File: src/rtl/pipe_hazard_pkg.sv
package pipe_hazard_pkg;
  typedef enum logic [1:0] {
    BYP_RF  = 2'b00,
    BYP_WB  = 2'b01,
    BYP_MEM = 2'b10
  } byp_sel_e;
endpackage

File: src/rtl/hz_fwd_sel.sv
module hz_fwd_sel
  import pipe_hazard_pkg::*;
#(
  parameter int REG_AW = 5
) (
  input  logic              clk,
  input  logic              rst_n,
  input  logic [REG_AW-1:0] src,
  input  logic [REG_AW-1:0] mem_rd,
  input  logic              mem_wen,
  input  logic [REG_AW-1:0] wb_rd,
  input  logic              wb_wen,
  output byp_sel_e          sel
);
  logic mem_hit, wb_hit;

  always_comb begin
    mem_hit = mem_wen && (mem_rd != '0) && (mem_rd == src);
    wb_hit  = wb_wen  && (wb_rd  != '0) && (wb_rd  == src);
    if (mem_hit)     sel = BYP_MEM;
    else if (wb_hit) sel = BYP_WB;
    else             sel = BYP_RF;
  end

  // register zero never steers an operand away from the file
  assert_zero_src_R6: assert property (@(posedge clk) disable iff (!rst_n)
    (src == '0) |-> (sel == BYP_RF));

  // both later stages matching resolves to the memory stage
  assert_mem_first_R4: assert property (@(posedge clk) disable iff (!rst_n)
    (mem_wen && wb_wen && src != '0 && mem_rd == src && wb_rd == src) |-> (sel == BYP_MEM));

  // no enabled writer means the register file is used
  assert_idle_rf_R5: assert property (@(posedge clk) disable iff (!rst_n)
    (!mem_wen && !wb_wen) |-> (sel == BYP_RF));
endmodule

File: src/rtl/hz_id_bypass.sv
module hz_id_bypass #(
  parameter int REG_AW = 5
) (
  input  logic              clk,
  input  logic              rst_n,
  input  logic [REG_AW-1:0] src,
  input  logic [REG_AW-1:0] wb_rd,
  input  logic              wb_wen,
  output logic              take_wb
);
  always_comb take_wb = wb_wen && (wb_rd != '0) && (wb_rd == src);

  // no bypass without an enabled writer or for register zero
  assert_idbyp_gate_R9: assert property (@(posedge clk) disable iff (!rst_n)
    (!wb_wen || src == '0) |-> !take_wb);
endmodule

File: src/rtl/hz_stall_ctl.sv
module hz_stall_ctl #(
  parameter int REG_AW     = 5,
  parameter int BR_BUBBLES = 2
) (
  input  logic              clk,
  input  logic              rst_n,
  input  logic [REG_AW-1:0] id_rs1,
  input  logic [REG_AW-1:0] id_rs2,
  input  logic              id_is_branch,
  input  logic [REG_AW-1:0] ex_rd,
  input  logic              ex_wen,
  input  logic              ex_is_load,
  output logic              pc_hold,
  output logic              ifid_hold,
  output logic              idex_bubble
);
  localparam int CW = $clog2(BR_BUBBLES + 1);

  logic [CW-1:0] br_cnt;
  logic          load_use, br_window, stall, br_leave;

  always_comb begin
    load_use  = ex_is_load && ex_wen && (ex_rd != '0) &&
                ((ex_rd == id_rs1) || (ex_rd == id_rs2));
    br_window = (br_cnt != '0);
    stall     = load_use || br_window;
    br_leave  = id_is_branch && !stall;
  end

  always_ff @(posedge clk or negedge rst_n) begin
    if (!rst_n)         br_cnt <= '0;
    else if (br_leave)  br_cnt <= CW'(BR_BUBBLES);
    else if (br_window) br_cnt <= br_cnt - 1'b1;
  end

  assign pc_hold     = stall;
  assign ifid_hold   = stall;
  assign idex_bubble = stall;

  // a branch that leaves decode is followed by a hold cycle
  assert_branch_hold_R10: assert property (@(posedge clk) disable iff (!rst_n)
    (id_is_branch && !pc_hold) |=> pc_hold);

  // the window never exceeds its configured length
  assert_cnt_bound_R10: assert property (@(posedge clk) disable iff (!rst_n)
    br_cnt <= CW'(BR_BUBBLES));

  // the last window cycle is always followed by a free counter
  assert_window_end_R12: assert property (@(posedge clk) disable iff (!rst_n)
    (br_cnt == CW'(1)) |=> (br_cnt == '0));

  // a destination of zero outside a branch window never holds
  assert_zero_dest_R6: assert property (@(posedge clk) disable iff (!rst_n)
    (ex_rd == '0 && br_cnt == '0) |-> !pc_hold);
endmodule

File: src/rtl/pipe_hazard_unit.sv
module pipe_hazard_unit
  import pipe_hazard_pkg::*;
#(
  parameter int REG_AW     = 5,
  parameter int BR_BUBBLES = 2
) (
  input  logic              clk,
  input  logic              rst_n,
  input  logic [REG_AW-1:0] id_rs1,
  input  logic [REG_AW-1:0] id_rs2,
  input  logic              id_is_branch,
  input  logic [REG_AW-1:0] ex_rs1,
  input  logic [REG_AW-1:0] ex_rs2,
  input  logic [REG_AW-1:0] ex_rd,
  input  logic              ex_wen,
  input  logic              ex_is_load,
  input  logic [REG_AW-1:0] mem_rd,
  input  logic              mem_wen,
  input  logic [REG_AW-1:0] wb_rd,
  input  logic              wb_wen,
  output logic [1:0]        ex_fwd_a,
  output logic [1:0]        ex_fwd_b,
  output logic              id_wb_byp_a,
  output logic              id_wb_byp_b,
  output logic              pc_hold,
  output logic              ifid_hold,
  output logic              idex_bubble
);
  localparam int NOPS = 2;

  logic [REG_AW-1:0] ex_src [NOPS];
  logic [REG_AW-1:0] id_src [NOPS];
  byp_sel_e          fwd_sel[NOPS];
  logic              id_take[NOPS];

  assign ex_src[0] = ex_rs1;
  assign ex_src[1] = ex_rs2;
  assign id_src[0] = id_rs1;
  assign id_src[1] = id_rs2;

  for (genvar i = 0; i < NOPS; i++) begin : g_opnd
    hz_fwd_sel #(.REG_AW(REG_AW)) u_fwd (
      .clk     (clk),
      .rst_n   (rst_n),
      .src     (ex_src[i]),
      .mem_rd  (mem_rd),
      .mem_wen (mem_wen),
      .wb_rd   (wb_rd),
      .wb_wen  (wb_wen),
      .sel     (fwd_sel[i])
    );
    hz_id_bypass #(.REG_AW(REG_AW)) u_idb (
      .clk     (clk),
      .rst_n   (rst_n),
      .src     (id_src[i]),
      .wb_rd   (wb_rd),
      .wb_wen  (wb_wen),
      .take_wb (id_take[i])
    );
  end

  assign ex_fwd_a    = fwd_sel[0];
  assign ex_fwd_b    = fwd_sel[1];
  assign id_wb_byp_a = id_take[0];
  assign id_wb_byp_b = id_take[1];

  hz_stall_ctl #(.REG_AW(REG_AW), .BR_BUBBLES(BR_BUBBLES)) u_stall (
    .clk          (clk),
    .rst_n        (rst_n),
    .id_rs1       (id_rs1),
    .id_rs2       (id_rs2),
    .id_is_branch (id_is_branch),
    .ex_rd        (ex_rd),
    .ex_wen       (ex_wen),
    .ex_is_load   (ex_is_load),
    .pc_hold      (pc_hold),
    .ifid_hold    (ifid_hold),
    .idex_bubble  (idex_bubble)
  );

  // all three hold controls move together
  assert_hold_group_R7: assert property (@(posedge clk) disable iff (!rst_n)
    (pc_hold == ifid_hold) && (ifid_hold == idex_bubble));

  // without a load in execute, holds only come from a branch window
  assert_noload_R8: assert property (@(posedge clk) disable iff (!rst_n)
    (!ex_is_load && !$past(id_is_branch) && !$past(pc_hold)) |-> !pc_hold);
endmodule

File: config.mk
export PLATFORM = sky130hd
export DESIGN_NAME = pipe_hazard_unit
export DESIGN_NICKNAME = d
export VERILOG_FILES = /design/src/rtl/pipe_hazard_pkg.sv /design/src/rtl/hz_fwd_sel.sv /design/src/rtl/hz_id_bypass.sv /design/src/rtl/hz_stall_ctl.sv /design/src/rtl/pipe_hazard_unit.sv
export SDC_FILE = /design/constraint.sdc
export NUM_CORES = 1
export LEC_CHECK = 0
export BUFFER_PORTS_ARGS = -buffer_cell sky130_fd_sc_hd__buf_2
export CAP_MARGIN = 20
export CORE_MARGIN = 2
export CORE_UTILIZATION = 44
export CTS_BUF_LIST = sky130_fd_sc_hd__clkbuf_16
export DETAILED_ROUTE_END_ITERATION = 7
export PLACE_DENSITY = 0.85
export SLEW_MARGIN = 20
export SYNTH_ARGS = -nofsm -noshare
export SYNTH_HDL_FRONTEND = slang
export SYNTH_SLANG_ARGS = --single-unit
File: constraint.sdc
create_clock -name clk -period 2.1 [get_ports clk]
set_input_delay 0.315 -clock clk [delete_from_list [all_inputs] [get_ports clk]]
set_output_delay 0.315 -clock clk [all_outputs]
set_load 0.01 [all_outputs]
==> summary.md <==
| Metric | Value |
|---|---|
| Status | `finished clean` |
| FILL cells | `between 100 and 150` |
| Slew Viols, Final | `0` |
| Die X | `between 40 and 50 µm` |
| Hold Vio Cnt, Final | `0` |
| Avg Inst Size Synth | `a little over 8 µm²` |
| CP startpoint kind | `input pin` |
| Clock slew at reported path FFs | `0.03 ns` |
| Initial Util | `0.4704` |
| Final period util | `0.9411` |
| DRC violations left | `0` |
| Net Sw Power | `269.4 µW` |
| Flop pwr share | `0.097` |
| Largest net degree at the start of global routing | `6` |
| Final TNS setup | `0 ns` |
| Pint | `approximately 480 µW` |
| Die H | `between 40 and 50 µm` |
| Worst-path cell chain | `buf_2, or4_1, o21ai_1, nor4_1, nor4_1, buf_2` |
| Min Tclk post-route | `1.976 ns` |
| Total gr overflow | `0` |
| Regs by FF count | `u_stall.br_cnt x2` |
| Die area | `~2000 µm²` |
| Crit path capture type | `output pin` |
| Synth top area cells | `xnor2_1 27%, xor2_1 23%, dfrtp_1 7.0%` |
| Vias per inst | `5.329` |
| First-pass GRT wire length | `between 3000 and 4000 µm` |
| Yosys warns | `0` |
| Clock sinks | `2` |
| CTS resizes | `0` |
| Final Hold Slack | `0.3236 ns` |
| Clk Latency, worst-skew pair | `0.22 ns` |
| Rel. slew slack | `0.7851` |
| Pwr/cell area | `between 700 and 800 nW/µm²` |
| CTS Root Cell | `clkbuf_16` |
| Number of global-route vias before repair | `around 830` |
| Dpl hpwl | `around 1700 µm` |
| Initial antenna violation count | `0` |
| Mapped cell area | `a little over 700 µm²` |
| Critical path fanouts, max | `3` |
| Post-synth net total | `around 130` |
| CTS tree | `built` |
| Worst EP required | `1.78 ns` |
| Count of buffer and inverter cells on the critical path | `2` |
| Core ar. | `around 1500 µm²` |
| LEAKAGE | `about 0.47 nW` |
| CTS H-tree lvls | `1` |
| Max incr delay on CP | `0.51 ns` |
| Max IR drop VDD | `0.8203 mV` |
| Critical Path AT | `~1.7 ns` |
| I/O Pins | `51` |
| CP Class | `in -> out` |
| Share of cells above drive strength 1 | `0.4436` |
| Sw Share | `0.3580` |
| Area grow syn2layout | `42.06%` |
| Setup Skew | `0.002605 ns` |
| Area leader, netlist | `xnor2_1` |
| Hold Crit Class | `in -> reg` |
| Max clock buf depth | `2` |
| # Max-Cap Violations | `0` |
| Reg with most FFs | `u_stall.br_cnt` |
| Sequential share of the synthesized area | `0.06981` |
| Comb pwr share | `0.518` |
| Cell count after synthesis | `about 90` |
| Setup violators final | `0` |
| All-Layer GR Usage | `0.2336` |
| Number of diodes | `0` |
| Flop-to-flop setup slack | `about 0.7 ns` |
| RSZ-0062 raised after global routing | `false` |
| Routability cong. | `about 0.78` |
| Fin nets | `between 150 and 200` |
| Yosys cell types | `23` |
| Top Family by Delay on Critical Path | `simple AND/OR/NAND/NOR gates` |
| Top-area cell type share of the netlist area | `0.2688` |
| Max reg flops | `2` |
| First drt pass iteration count | `4` |
| Antenna viol nets, final | `0` |
| TritonCTS buffer count | `3` |
| Total power | `between 700 and 800 µW` |
| Worst slew pin tran | `roughly 0.32 ns` |
| Routed WL per cell | `around 14 µm` |
| Row cnt | `14` |
| Via count | `just under 800` |
| Clock share of power | `0.386` |
| Fmax | `506.0 MHz` |
| Synthesized flop and latch total | `2` |
| CP max stage cell | `or4_1` |
| Port bufs | `50` |
| Final wirelength | `roughly 2000 µm` |
| 1st-iter DRT viols | `4` |
==> area by class of cell <==
cell class                 count  area [µm²]  area share
timing repair buffer          51       260.3      0.2555
inverter                       3       11.26     0.01106
clock buffer                   3       75.07     0.07371
multi-input combinational     74       601.8      0.5909
sequential                     2       50.05     0.04914
tap                           16       20.02     0.01966
==> worst paths after layout <==
kind | endpoint | start | cells past startpoint
worst max-delay path | ex_fwd_a[0] | mem_rd[0] | 6
worst min-delay path | u_stall.br_cnt[0] | id_is_branch | 2
worst max register to register | u_stall.br_cnt[1] | u_stall.br_cnt[0] | 5
worst min register to register | u_stall.br_cnt[0] | u_stall.br_cnt[0] | 1
max in group asynchronous | u_stall.br_cnt[0] | rst_n | 2
min in group asynchronous | u_stall.br_cnt[1] | rst_n | 2
==> synthesized netlist by cell type, drive strengths merged <==
library cell	instances
a2111oi	1
a31oi	1
buf	8
clkbuf	1
dfrtp	2
ha	1
inv	3
mux2i	1
nand2	5
nand3	7
nor2	1
nor3	1
nor4	6
o21ai	2
o22ai	1
o311a	1
or3	1
or4	4
xnor2	22
xor2	19
==> metrics by stage <==
| step | std cells | util | instance area [µm²] | setup slack (ns) |
|---|---|---|---|---|
| after floorplan | 88 | - | 716.9 | 0.2317 |
| after global placement | 145 | 0.6125 | 933.4 | 0.1496 |
| after detailed placement | 145 | 0.6125 | 933.4 | 0.1213 |
| after CTS | 149 | 0.6683 | 1018 | 0.1173 |
| after global routing | 149 | 0.6683 | 1018 | 0.08313 |
| final | 149 | 0.6683 | 1018 | 0.1236 |
==> metal layers <==
| metal | track usage | routed length [µm] |
|---|---|---|
| met1 | 0.2025 | 722 |
| met4 | 0.1515 | 50 |
| met2 | 0.4529 | 1084 |
| met5 | 0 | 0 |
| met3 | 0.06939 | 171 |
==> worst register-to-register path: cells and delay by family, from the launching register on <==
family / cells / cell delay, ns
muxes: 1 / 0.08
and+or+nand+nor: 1 / 0.11
AOI/OAI and AO/OA: 1 / 0.35
DFF: 1 / 0.36
buffers and inverters: 1 / 0.06
adders and majority gates: 1 / 0.32
==> cell families (layout without fill, tap and decap cells) <==
kind of cell / after synthesis / count (layout) / share of synthesized area
xor gates and xnor gates: 41 / 41 / 0.5009
and+or+nand+nor: 25 / 25 / 0.2007
buffers and inverters: 12 / 57 / 0.09075
AOI/OAI and AO/OA: 6 / 6 / 0.1012
DFF: 2 / 2 / 0.06981
adders and majority gates: 1 / 1 / 0.01745
muxes: 1 / 1 / 0.01919
==> cell usage in the layout, fill, tap and decap left out, drive strengths merged <==
cell,netlist,layout
nor2,1,1
dfrtp,2,2
o22ai,1,1
or3,1,1
dlygate4sd3,0,1
inv,3,3
o311a,1,1
xor2,19,19
nand2,5,5
nand3,7,7
or4,4,4
a2111oi,1,1
xnor2,22,22
ha,1,1
buf,8,50
mux2i,1,1
nor3,1,1
nor4,6,6
a31oi,1,1
o21ai,2,2
clkbuf,1,3
==> what timing repair did <==
item | CTS | global route
hold endpoints to repair | 2 | 0
setup buffers | 0 | 0
hold buffers | 1 | 0
==> power groups by stage <==
stage | logic (mW) | registers (mW) | clock network, mW
after floorplan | 0.285 | 0.0714 | 0
final | 0.389 | 0.0729 | 0.290
after global routing | 0.424 | 0.0762 | 0.294
after CTS | 0.393 | 0.0729 | 0.294
after detailed placement | 0.387 | 0.0733 | 0
after global placement | 0.360 | 0.0728 | 0
Note: power is estimated with default switching activity, not from simulation.
